### src/rtl/poe_pd_pkg.sv
package poe_pd_pkg;
   // line voltage bands, 10 mV units
   localparam int SIG_LO_C       = 150;
   localparam int SIG_HI_C       = 1150;
   localparam int CLS_OPEN_C     = 1150;
   localparam int CLS_SHUT_C     = 1010;
   localparam int CLS_CUT_C      = 2300;
   localparam int CLS_UNCUT_C    = 2150;
   localparam int UV_REL_C       = 3850;
   localparam int UV_LOCK_C      = 3150;
   // switch voltage bands, 10 mV units
   localparam int STEP_HI_C      = 3000;
   localparam int STEP_LO_C      = 1500;
   localparam int PG_SET_C       = 150;
   localparam int PG_CLR_C       = 300;
   localparam int WARN_VDS_C     = 300;
   // limits, mA
   localparam int LIM_LOW_C      = 140;
   localparam int LIM_MID_C      = 250;
   localparam int LIM_TOP_C      = 440;
   localparam int DC_MIN_C       = 150;
   localparam int DC_MAX_C       = 800;
   localparam int DC_DEF_C       = 440;
   localparam int MIN_VW_C       = 14;
   localparam int MIN_LW_C       = 10;
endpackage

### src/rtl/pd_sample_reg.sv
module pd_sample_reg #(
   parameter int VW = 14,
   parameter int LW = 10,
   parameter bit FAST_TRIP = 1'b1
) (
   input  logic          clk,
   input  logic          rst_n,
   input  logic          smp_vld,
   input  logic [VW-1:0] vin_code,
   input  logic [VW-1:0] vds_code,
   input  logic          vgs_ok,
   input  logic          therm_warn,
   input  logic          therm_crit,
   input  logic          aux_local,
   input  logic          aux_prevail,
   input  logic [LW-1:0] inrush_max_ma,
   input  logic [LW-1:0] dc_lim_ma,
   output logic [VW-1:0] vin_q,
   output logic [VW-1:0] vds_q,
   output logic          vgs_q,
   output logic          warn_q,
   output logic          crit_q,
   output logic          auxl_q,
   output logic          auxp_q,
   output logic [LW-1:0] irm_q,
   output logic [LW-1:0] dcl_q
);
   always_ff @(posedge clk or negedge rst_n) begin
      if (!rst_n) begin
         vin_q  <= '0;
         vds_q  <= '0;
         vgs_q  <= 1'b0;
         warn_q <= 1'b0;
         auxl_q <= 1'b0;
         irm_q  <= '0;
         dcl_q  <= '0;
      end else if (smp_vld) begin
         vin_q  <= vin_code;
         vds_q  <= vds_code;
         vgs_q  <= vgs_ok;
         warn_q <= therm_warn;
         auxl_q <= aux_local;
         irm_q  <= inrush_max_ma;
         dcl_q  <= dc_lim_ma;
      end
   end

   // trip flags: every clock, or only with the strobe
   generate
      if (FAST_TRIP) begin : g_fast_trip
         always_ff @(posedge clk or negedge rst_n) begin
            if (!rst_n) begin
               crit_q <= 1'b0;
               auxp_q <= 1'b0;
            end else begin
               crit_q <= therm_crit;
               auxp_q <= aux_prevail;
            end
         end
      end else begin : g_strobe_trip
         always_ff @(posedge clk or negedge rst_n) begin
            if (!rst_n) begin
               crit_q <= 1'b0;
               auxp_q <= 1'b0;
            end else if (smp_vld) begin
               crit_q <= therm_crit;
               auxp_q <= aux_prevail;
            end
         end
      end
   endgenerate
endmodule

### src/rtl/pd_phase_ctl.sv
module pd_phase_ctl
   import poe_pd_pkg::*;
#(
   parameter int VW = 14
) (
   input  logic          clk,
   input  logic          rst_n,
   input  logic [VW-1:0] vin_q,
   input  logic          warn_q,
   input  logic          crit_q,
   input  logic          auxl_q,
   input  logic          auxp_q,
   output logic          gate_nxt,
   output logic          sig_en,
   output logic          cls_en,
   output logic          gate_en
);
   localparam logic [VW-1:0] T_SIG_LO = VW'(SIG_LO_C);
   localparam logic [VW-1:0] T_SIG_HI = VW'(SIG_HI_C);
   localparam logic [VW-1:0] T_OPEN   = VW'(CLS_OPEN_C);
   localparam logic [VW-1:0] T_SHUT   = VW'(CLS_SHUT_C);
   localparam logic [VW-1:0] T_CUT    = VW'(CLS_CUT_C);
   localparam logic [VW-1:0] T_UNCUT  = VW'(CLS_UNCUT_C);
   localparam logic [VW-1:0] T_REL    = VW'(UV_REL_C);
   localparam logic [VW-1:0] T_LOCK   = VW'(UV_LOCK_C);

   logic win_r, cut_r, uv_r, done_r;
   logic win_n, cut_n, uv_n, done_n, sig_n, cls_n;

   always_comb begin
      win_n = win_r;
      if (vin_q > T_OPEN)      win_n = 1'b1;
      else if (vin_q < T_SHUT) win_n = 1'b0;

      cut_n = cut_r;
      if (vin_q > T_CUT)        cut_n = 1'b1;
      else if (vin_q < T_UNCUT) cut_n = 1'b0;

      uv_n = uv_r;
      if (vin_q > T_REL)       uv_n = 1'b1;
      else if (vin_q < T_LOCK) uv_n = 1'b0;

      gate_nxt = uv_n & ~crit_q & ~auxp_q;
      done_n   = win_n & (done_r | gate_nxt);
      sig_n    = (vin_q >= T_SIG_LO) && (vin_q <= T_SIG_HI);
      cls_n    = win_n & ~cut_n & ~done_n & ~auxl_q & ~auxp_q & ~warn_q & ~crit_q;
   end

   always_ff @(posedge clk or negedge rst_n) begin
      if (!rst_n) begin
         win_r   <= 1'b0;
         cut_r   <= 1'b0;
         uv_r    <= 1'b0;
         done_r  <= 1'b0;
         sig_en  <= 1'b0;
         cls_en  <= 1'b0;
         gate_en <= 1'b0;
      end else begin
         win_r   <= win_n;
         cut_r   <= cut_n;
         uv_r    <= uv_n;
         done_r  <= done_n;
         sig_en  <= sig_n;
         cls_en  <= cls_n;
         gate_en <= gate_nxt;
      end
   end
endmodule

### src/rtl/pd_pgood.sv
module pd_pgood
   import poe_pd_pkg::*;
#(
   parameter int VW = 14
) (
   input  logic          clk,
   input  logic          rst_n,
   input  logic          gate_nxt,
   input  logic [VW-1:0] vds_q,
   input  logic          vgs_q,
   output logic          pg_nxt,
   output logic          pg_n
);
   localparam logic [VW-1:0] T_SET = VW'(PG_SET_C);
   localparam logic [VW-1:0] T_CLR = VW'(PG_CLR_C);

   always_comb begin
      if (!pg_n) pg_nxt = gate_nxt && (vds_q < T_CLR);
      else       pg_nxt = gate_nxt && (vds_q < T_SET) && vgs_q;
   end

   always_ff @(posedge clk or negedge rst_n) begin
      if (!rst_n) pg_n <= 1'b1;
      else        pg_n <= ~pg_nxt;
   end
endmodule

### src/rtl/pd_limit_sel.sv
module pd_limit_sel
   import poe_pd_pkg::*;
#(
   parameter int VW = 14,
   parameter int LW = 10
) (
   input  logic          clk,
   input  logic          rst_n,
   input  logic          gate_nxt,
   input  logic          pg_nxt,
   input  logic          warn_q,
   input  logic [VW-1:0] vds_q,
   input  logic [LW-1:0] irm_q,
   input  logic [LW-1:0] dcl_q,
   output logic [LW-1:0] ilim_ma
);
   localparam logic [VW-1:0] T_STEP_HI = VW'(STEP_HI_C);
   localparam logic [VW-1:0] T_STEP_LO = VW'(STEP_LO_C);
   localparam logic [VW-1:0] T_WARN    = VW'(WARN_VDS_C);
   localparam logic [LW-1:0] L_LOW     = LW'(LIM_LOW_C);
   localparam logic [LW-1:0] L_MID     = LW'(LIM_MID_C);
   localparam logic [LW-1:0] L_TOP     = LW'(LIM_TOP_C);
   localparam logic [LW-1:0] L_DCMIN   = LW'(DC_MIN_C);
   localparam logic [LW-1:0] L_DCMAX   = LW'(DC_MAX_C);
   localparam logic [LW-1:0] L_DCDEF   = LW'(DC_DEF_C);

   logic [LW-1:0] cap, step, inrush, dc, lim_n;

   always_comb begin
      // programmed inrush cap
      if (irm_q == '0)        cap = L_TOP;
      else if (irm_q < L_LOW) cap = L_LOW;
      else if (irm_q > L_TOP) cap = L_TOP;
      else                    cap = irm_q;

      if (vds_q > T_STEP_HI)      step = L_LOW;
      else if (vds_q > T_STEP_LO) step = L_MID;
      else                        step = L_TOP;
      inrush = (step < cap) ? step : cap;

      // continuous limit
      if (dcl_q == '0)          dc = L_DCDEF;
      else if (dcl_q < L_DCMIN) dc = L_DCMIN;
      else if (dcl_q > L_DCMAX) dc = L_DCMAX;
      else                      dc = dcl_q;

      if (!gate_nxt)                    lim_n = '0;
      else if (warn_q && vds_q > T_WARN) lim_n = L_LOW;
      else if (pg_nxt)                  lim_n = dc;
      else                              lim_n = inrush;
   end

   always_ff @(posedge clk or negedge rst_n) begin
      if (!rst_n) ilim_ma <= '0;
      else        ilim_ma <= lim_n;
   end
endmodule

### src/rtl/poe_pd_seq.sv
module poe_pd_seq
   import poe_pd_pkg::*;
#(
   parameter int VW = 14,
   parameter int LW = 10,
   parameter bit FAST_TRIP = 1'b1
) (
   input  logic          clk,
   input  logic          rst_n,
   input  logic          smp_vld,
   input  logic [VW-1:0] vin_code,
   input  logic [VW-1:0] vds_code,
   input  logic          vgs_ok,
   input  logic          therm_warn,
   input  logic          therm_crit,
   input  logic          aux_local,
   input  logic          aux_prevail,
   input  logic [LW-1:0] inrush_max_ma,
   input  logic [LW-1:0] dc_lim_ma,
   output logic          sig_en,
   output logic          cls_en,
   output logic          gate_en,
   output logic [LW-1:0] ilim_ma,
   output logic          pg_n
);
   generate
      if (VW < MIN_VW_C) begin : g_bad_vw
         $error("poe_pd_seq: VW too narrow for 100 V in 10 mV units");
      end
      if (LW < MIN_LW_C) begin : g_bad_lw
         $error("poe_pd_seq: LW too narrow for an 800 mA code");
      end
   endgenerate

   logic [VW-1:0] vin_q, vds_q;
   logic [LW-1:0] irm_q, dcl_q;
   logic          vgs_q, warn_q, crit_q, auxl_q, auxp_q;
   logic          gate_nxt, pg_nxt;

   pd_sample_reg #(.VW(VW), .LW(LW), .FAST_TRIP(FAST_TRIP)) u_smp (
      .clk(clk), .rst_n(rst_n), .smp_vld(smp_vld),
      .vin_code(vin_code), .vds_code(vds_code), .vgs_ok(vgs_ok),
      .therm_warn(therm_warn), .therm_crit(therm_crit),
      .aux_local(aux_local), .aux_prevail(aux_prevail),
      .inrush_max_ma(inrush_max_ma), .dc_lim_ma(dc_lim_ma),
      .vin_q(vin_q), .vds_q(vds_q), .vgs_q(vgs_q), .warn_q(warn_q),
      .crit_q(crit_q), .auxl_q(auxl_q), .auxp_q(auxp_q),
      .irm_q(irm_q), .dcl_q(dcl_q)
   );

   pd_phase_ctl #(.VW(VW)) u_phase (
      .clk(clk), .rst_n(rst_n), .vin_q(vin_q), .warn_q(warn_q),
      .crit_q(crit_q), .auxl_q(auxl_q), .auxp_q(auxp_q),
      .gate_nxt(gate_nxt), .sig_en(sig_en), .cls_en(cls_en),
      .gate_en(gate_en)
   );

   pd_pgood #(.VW(VW)) u_pg (
      .clk(clk), .rst_n(rst_n), .gate_nxt(gate_nxt), .vds_q(vds_q),
      .vgs_q(vgs_q), .pg_nxt(pg_nxt), .pg_n(pg_n)
   );

   pd_limit_sel #(.VW(VW), .LW(LW)) u_lim (
      .clk(clk), .rst_n(rst_n), .gate_nxt(gate_nxt), .pg_nxt(pg_nxt),
      .warn_q(warn_q), .vds_q(vds_q), .irm_q(irm_q), .dcl_q(dcl_q),
      .ilim_ma(ilim_ma)
   );
endmodule

### config.mk
export PLATFORM = sky130hd
export DESIGN_NAME = poe_pd_seq
export DESIGN_NICKNAME = d
export VERILOG_FILES = /design/src/rtl/poe_pd_pkg.sv /design/src/rtl/pd_sample_reg.sv /design/src/rtl/pd_phase_ctl.sv /design/src/rtl/pd_pgood.sv /design/src/rtl/pd_limit_sel.sv /design/src/rtl/poe_pd_seq.sv
export SDC_FILE = /design/constraint.sdc
export NUM_CORES = 1
export LEC_CHECK = 0
export ABC_AREA = 1
export ABC_CLOCK_PERIOD_IN_PS = 2550
export BUFFER_PORTS_ARGS = -buffer_cell sky130_fd_sc_hd__clkbuf_2
export CORE_MARGIN = 2
export CORE_UTILIZATION = 47
export CTS_CLUSTER_SIZE = 16
export DETAILED_ROUTE_END_ITERATION = 10
export GPL_ROUTABILITY_DRIVEN = 0
export PLACE_DENSITY = 0.73
export SETUP_SLACK_MARGIN = 0.02
export SLEW_MARGIN = 20
export SYNTH_ARGS = -nofsm -noshare
export SYNTH_HDL_FRONTEND = slang
export SYNTH_SLANG_ARGS = --single-unit
### constraint.sdc
create_clock -name clk -period 2.55 [get_ports clk]
set_input_delay 0.1275 -clock clk [delete_from_list [all_inputs] [get_ports clk]]
set_output_delay 0.1275 -clock clk [all_outputs]
set_load 0.01 [all_outputs]
Word level (Yosys, flattened, before mapping). Index checks and enable logic that the tools add are counted.

Bits in registers: 71. Input port bits: 56. Word-level logic and storage cells: 79.

Magnitude comparators: 18. Multiplexer cells: 19. Bitwise gates (word level): 17. Reduce and logical (&&, ||, !) cells: 7.

Operators by type and width (number): $mux W10 (11); $gt A14 B12 Y1 const B (3); $gt A14 B11 Y1 const B (2); $lt A14 B12 Y1 const B (2); $logic_not A10 Y1 (2); $lt A10 B8 Y1 const B (2); $ge A14 B8 Y1 const B (1); $gt A14 B9 Y1 const B (1); $le A14 B11 Y1 const B (1); $lt A14 B10 Y1 const B (1); $lt A14 B8 Y1 const B (1); $lt A14 B9 Y1 const B (1); $gt A10 B10 Y1 const B (1); $gt A10 B9 Y1 const B (1); $lt A10 B10 Y1 (1); $and A1 B1 Y1 (9); $mux W9 (1); $mux W1 (7); $not A1 Y1 (7); $logic_and A1 B1 Y1 (5); $or A1 B1 Y1 (1).

Depth between registers and ports, before layout.
Depth in word-level cells: 13. Gate-level depth with buffers: 20.

Hierarchy. Synthesis repeated with hierarchy kept, for this count alone.

Cell total of the unflattened synthesis: 577. Area total of the unflattened synthesis: 4117.7 sq um.

Modules (own cells, without submodules): pd_sample_reg (instances 1, cells each 218, area each 2088.3 sq um, sequential area each 1326.3 sq um); pd_limit_sel (instances 1, cells each 211, area each 1234.9 sq um, sequential area each 250.2 sq um); pd_phase_ctl (instances 1, cells each 121, area each 663.1 sq um, sequential area each 175.2 sq um); pd_pgood (instances 1, cells each 27, area each 131.4 sq um, sequential area each 26.3 sq um).

Worst setup path before layout. Ideal clock, no wire load.

Kind: register -> register. Start: reg u_smp.irm_q[6]. End: reg u_lim.ilim_ma[8]. Setup time: 0.113 ns. Arrival: 2.027 ns. Required time: 2.437 ns. Setup slack: 0.410 ns. Stages on the path, launching flop included: 19. Buffers on the path: 0. Clock period less this slack: 2.140 ns. Cell sequence: dfrtp_1 -> inv_2 -> nand2_1 -> nor2_2 -> nand3_1 -> nand2_2 -> nand2_1 -> o21ai_0 -> ha_1 -> nand2_1 -> inv_1 -> nand3_1 -> nor2_2 -> nand2_2 -> nand3_4 -> o21ai_0 -> nand3_1 -> nand2_1 -> inv_1.

Longest elaborated chain between the ends: 9. Elaborated cells between the ends (all ways): 11. Classes of those cells: 3 x order compare; 7 x mux; 1 x reduce/logical.

Ends and longest elaborated chain: start: declaration (line pd_sample_reg.sv:25) `output logic [LW-1:0] irm_q,`; start signal: assignment (line pd_sample_reg.sv:43) `irm_q <= inrush_max_ma;`; $gt A10 B9 Y1 (line pd_limit_sel.sv:33) `else if (irm_q > L_TOP) cap = L_TOP;`; $mux W10 (line pd_limit_sel.sv:33); $mux W10 (line pd_limit_sel.sv:32) `else if (irm_q < L_LOW) cap = L_LOW;`; $mux W10 (*) (line pd_limit_sel.sv:31) `if (irm_q == '0) cap = L_TOP;`; $lt A10 B10 Y1 (line pd_limit_sel.sv:39) `inrush = (step < cap) ? step : cap;`; $mux W10 (*) (line pd_limit_sel.sv:39); $mux W10 (*) (line pd_limit_sel.sv:49) `else if (pg_nxt) lim_n = dc;`; $mux W10 (*) (line pd_limit_sel.sv:48) `else if (warn_q && vds_q > T_WARN) lim_n = L_LOW;`; $mux W10 (*) (line pd_limit_sel.sv:47) `if (!gate_nxt) lim_n = '0;`; named net u_lim.lim_n[8] (line pd_limit_sel.sv:27) `logic [LW-1:0] cap, step, inrush, dc, lim_n;`; end signal: assignment (line pd_limit_sel.sv:55) `else ilim_ma <= lim_n;`; end: declaration (line pd_limit_sel.sv:15) `output logic [LW-1:0] ilim_ma`.

Mark *: on every way through the listed nets, which the timed path passes. The rest lies on a longest branch. A chain may end at the register's enable or synchronous reset.

Worst setup path in the final report.
Start: reg u_smp.vds_q[10]. End: reg u_lim.ilim_ma[2].

Longest elaborated chain between the ends: 8. Elaborated cells between the ends (all ways): 17. Classes of those cells: 6 x order compare; 7 x mux; 4 x reduce/logical.

Ends and longest elaborated chain: start: declaration (line pd_sample_reg.sv:19) `output logic [VW-1:0] vds_q,`; start signal: assignment (line pd_sample_reg.sv:39) `vds_q <= vds_code;`; $gt A14 B11 Y1 (line pd_limit_sel.sv:37) `else if (vds_q > T_STEP_LO) step = L_MID;`; $mux W9 (line pd_limit_sel.sv:37); $mux W10 (line pd_limit_sel.sv:36) `if (vds_q > T_STEP_HI) step = L_LOW;`; $lt A10 B10 Y1 (line pd_limit_sel.sv:39); $mux W10 (line pd_limit_sel.sv:39); $mux W10 (line pd_limit_sel.sv:49); $mux W10 (*) (line pd_limit_sel.sv:48); $mux W10 (*) (line pd_limit_sel.sv:47); named net u_lim.lim_n[2] (line pd_limit_sel.sv:27).

Marks and branches as above.

==> run summary <==
Int Power: 1.97 mW
final hold violation count: 0
CTS tree: done
RR Startpoint: u_smp.vds_q[10]
r2r endpoint: u_lim.ilim_ma[2]
vias in the first global route: 3433
Hold Crit Start: vin_code[9]
drt wl/cell: 12.7 um
Max Freq: 0.419 GHz
critical path launch point type: flip-flop
Die Y: 94.2 um
switching power of the nets: 880 uW
Final Util: 63.7%
clk slew on worst S/H paths: 70 ps
syn_nets: 552
GR Util All Layers: 21.9%
antenna violations before repair: 0
combinational share of power: 23.8%
minimum clock period: 2390 ps
most frequent cells in the layout: nand2_1, inv_1, clkbuf_2, dfrtp_1, o21ai_0
CP max stage delay: 470 ps
root buf cell: clkbuf_8
critical path peak fanout: 5
Seq. cell area: 1780 um^2
Seq/Total Area, Yosys: 46.5%
switch share: 30.8%
Crit path required time: 2820 ps
core area: 7810 um^2
Routed Antenna Nets: 0
row count: 32
HP Class: input port to flip-flop
detailed-route via count: 3627
total of max-cap violations: 0
cells after synthesis: 490
most common cell after layout, fill and taps aside: nand2_1
Hold Crit Depth: 3
Die Span X: 94.2 um
initial DRC count: 171
CTS max path bufs: 2
library cells used by synthesis: 40
period utilization: 93.5%
Final nets: 668
total grt overflow: 0
Vias/cell: 5.09
Filler Cells Inserted: 685
Worst-Margin Slew: 1000 ps
final WL: 9030 um
pwr dens: 574 nW/um^2
Slew Viols, Final: 0
CTS Sinks: 71
status: finished clean
Crit Path Class: flip-flop to flip-flop
Port Buffer Count: 69
Setup violations, final: 0
ant diodes: 0
flops & latches, synth: 71
drt pass-1 iters: 4
largest net degree at the start of global routing: 57
Seq pwr share: 45.6%
clk_lat worst skew: 350 ps
CP Capture Type: flip-flop
Tot Pwr: 2.86 mW
DRC Markers: 0
Multi-input gate area: 1810 um^2
Synthesis Warnings: 0
layout cells sized above 1: 26.6%
internal reg-to-reg setup slack: 160 ps
clk_skew: 11.8 ps
Peak VDD IR: 0.000344 V
Synth Area per Inst: 7.81 um^2
Hold Path Sink: u_smp.vin_q[9]
Mapped Area: 3830 um^2
I/O pin total: 70
crit path from: u_smp.vds_q[10]
Initial Util: 49.0%
worst endpoint data arrival time: 2660 ps
setup TNS: 0 ps
first-pass GRT wire length: 15300 um
Leak: 2.53 nW
cell chain of the critical path: inv_2 > nand3_2 > nor3_2 > nand3b_1 > nand2_2 > buf_4 > inv_1 > ha_1 > nand3_1 > nor2_2 > nand2_2 > nand4_1 > nand2_1 > nand2_1 > a21oi_2
FF-to-FF path depth: 15
post-DP HPWL: 6470 um
H-Tree Depth: 3
Clock power frac: 30.6%
CTS Buf Count: 9
Slew HR: 33.3%
Crit-path slowest cell: dfrtp_2
Area growth, synth to finish: 30.1%
total die area: 8880 um^2
[synth_stat cells (all sizes together)]
cell type  instances  area share (%)
a211oi             1            0.20
a21boi             2            0.39
a21oi             19             3.0
a31o               1            0.23
a31oi              3            0.49
buf                2            0.39
clkbuf             9            0.88
dfrtp             70              46
dfstp              1            0.69
ha                 6             2.0
inv               78             7.7
mux2               7             2.1
nand2            131              14
nand3             21             3.3
nand3b             1            0.20
nand4             14             2.3
nor2              41             4.5
nor3              13             2.1
nor4               4            0.65
o2111ai            1            0.23
o21ai             61             8.2
o21bai             1            0.20
o22ai              1            0.16
o31ai              1            0.20
o41ai              1            0.23
[flip-flops by register name, summed over array words and instances, names as in the netlist, 10 cells and up]
name	count
u_smp.irm_q	10
u_smp.vin_q	14
u_lim.ilim_ma	10
u_smp.vds_q	14
u_smp.dcl_q	10
[per-layer routing]
| layer | track usage [%] | vias to the layer above | part of all wire (%) |
|---|---|---|---|
| li1 | - | 1825 | - |
| met1 | 28.3 | 1663 | 43 |
| met2 | 36.4 | 116 | 49 |
| met3 | 3.69 | 23 | 5.3 |
| met4 | 8.82 | 0 | 2.5 |
| met5 | 0 | - | 0 |
[logic make-up after synthesis]
family	Yosys count	synth area share [%]
buffers and inverters	89	8.93
AO/OA/AOI/OAI	92	13.5
flip-flops	71	46.5
multiplexers	7	2.06
AND/OR/NAND/NOR	225	27.1
adder cells (fa/ha/maj)	6	1.96
[per-stage QoR]
stage	setup slack (ps)	instances	instance area, um^2	hold slack [ps]
after floorplan	410	490	3830	-168
after global placement	176	655	4290	89.5
after detailed placement	103	655	4290	88.6
after CTS	62.3	704	4820	0.861
after global routing	-49.7	712	4980	10.0
final	165	712	4980	2.81
[what timing repair did]
item | CTS | global route
endpoints found under the setup margin | 0 | 9
hold endpoints to repair | 50 | 0
hold buffers | 34 | 0
resized for setup | 0 | 30
buffers inserted | 0 | 7
[worst max-delay path, delay by kind of cell, from the launching register on]
kind | cells | cell delay (ps)
AO/OA/AOI/OAI | 1 | 130
adder cells (fa/ha/maj) | 1 | 280
buffers and inverters | 3 | 300
flip-flops | 1 | 470
AND/OR/NAND/NOR | 10 | 1140
[power by group through the flow]
| stage | clock [mW] | combinational [mW] | sequential [mW] |
|---|---|---|---|
| floorplan | 0 | 0.398 | 1.30 |
| global placement | 0 | 0.555 | 1.31 |
| detailed placement | 0 | 0.571 | 1.32 |
| CTS | 0.890 | 0.615 | 1.30 |
| global route | 0.941 | 0.772 | 1.31 |
| finish | 0.875 | 0.679 | 1.30 |
[worst max path at each step]
stage | to | cells past startpoint
3_5_place_dp | u_lim.ilim_ma[8] | 18
5_1_grt | u_lim.ilim_ma[2] | 17
6_report | u_lim.ilim_ma[2] | 15
2_1_floorplan | u_lim.ilim_ma[8] | 18
3_3_place_gp | u_lim.ilim_ma[8] | 18
4_1_cts | u_lim.ilim_ma[8] | 18
[final cells by class]
class / instances / share of cell area [%]
tap: 102 / 2.56
clock inverter: 3 / 0.880
inverter: 78 / 5.88
sequential: 71 / 35.8
timing repair buffer: 115 / 15.6
multi-input combinational: 331 / 36.4
clock buffer: 12 / 2.92
Note: power is estimated with default switching activity, not from simulation.
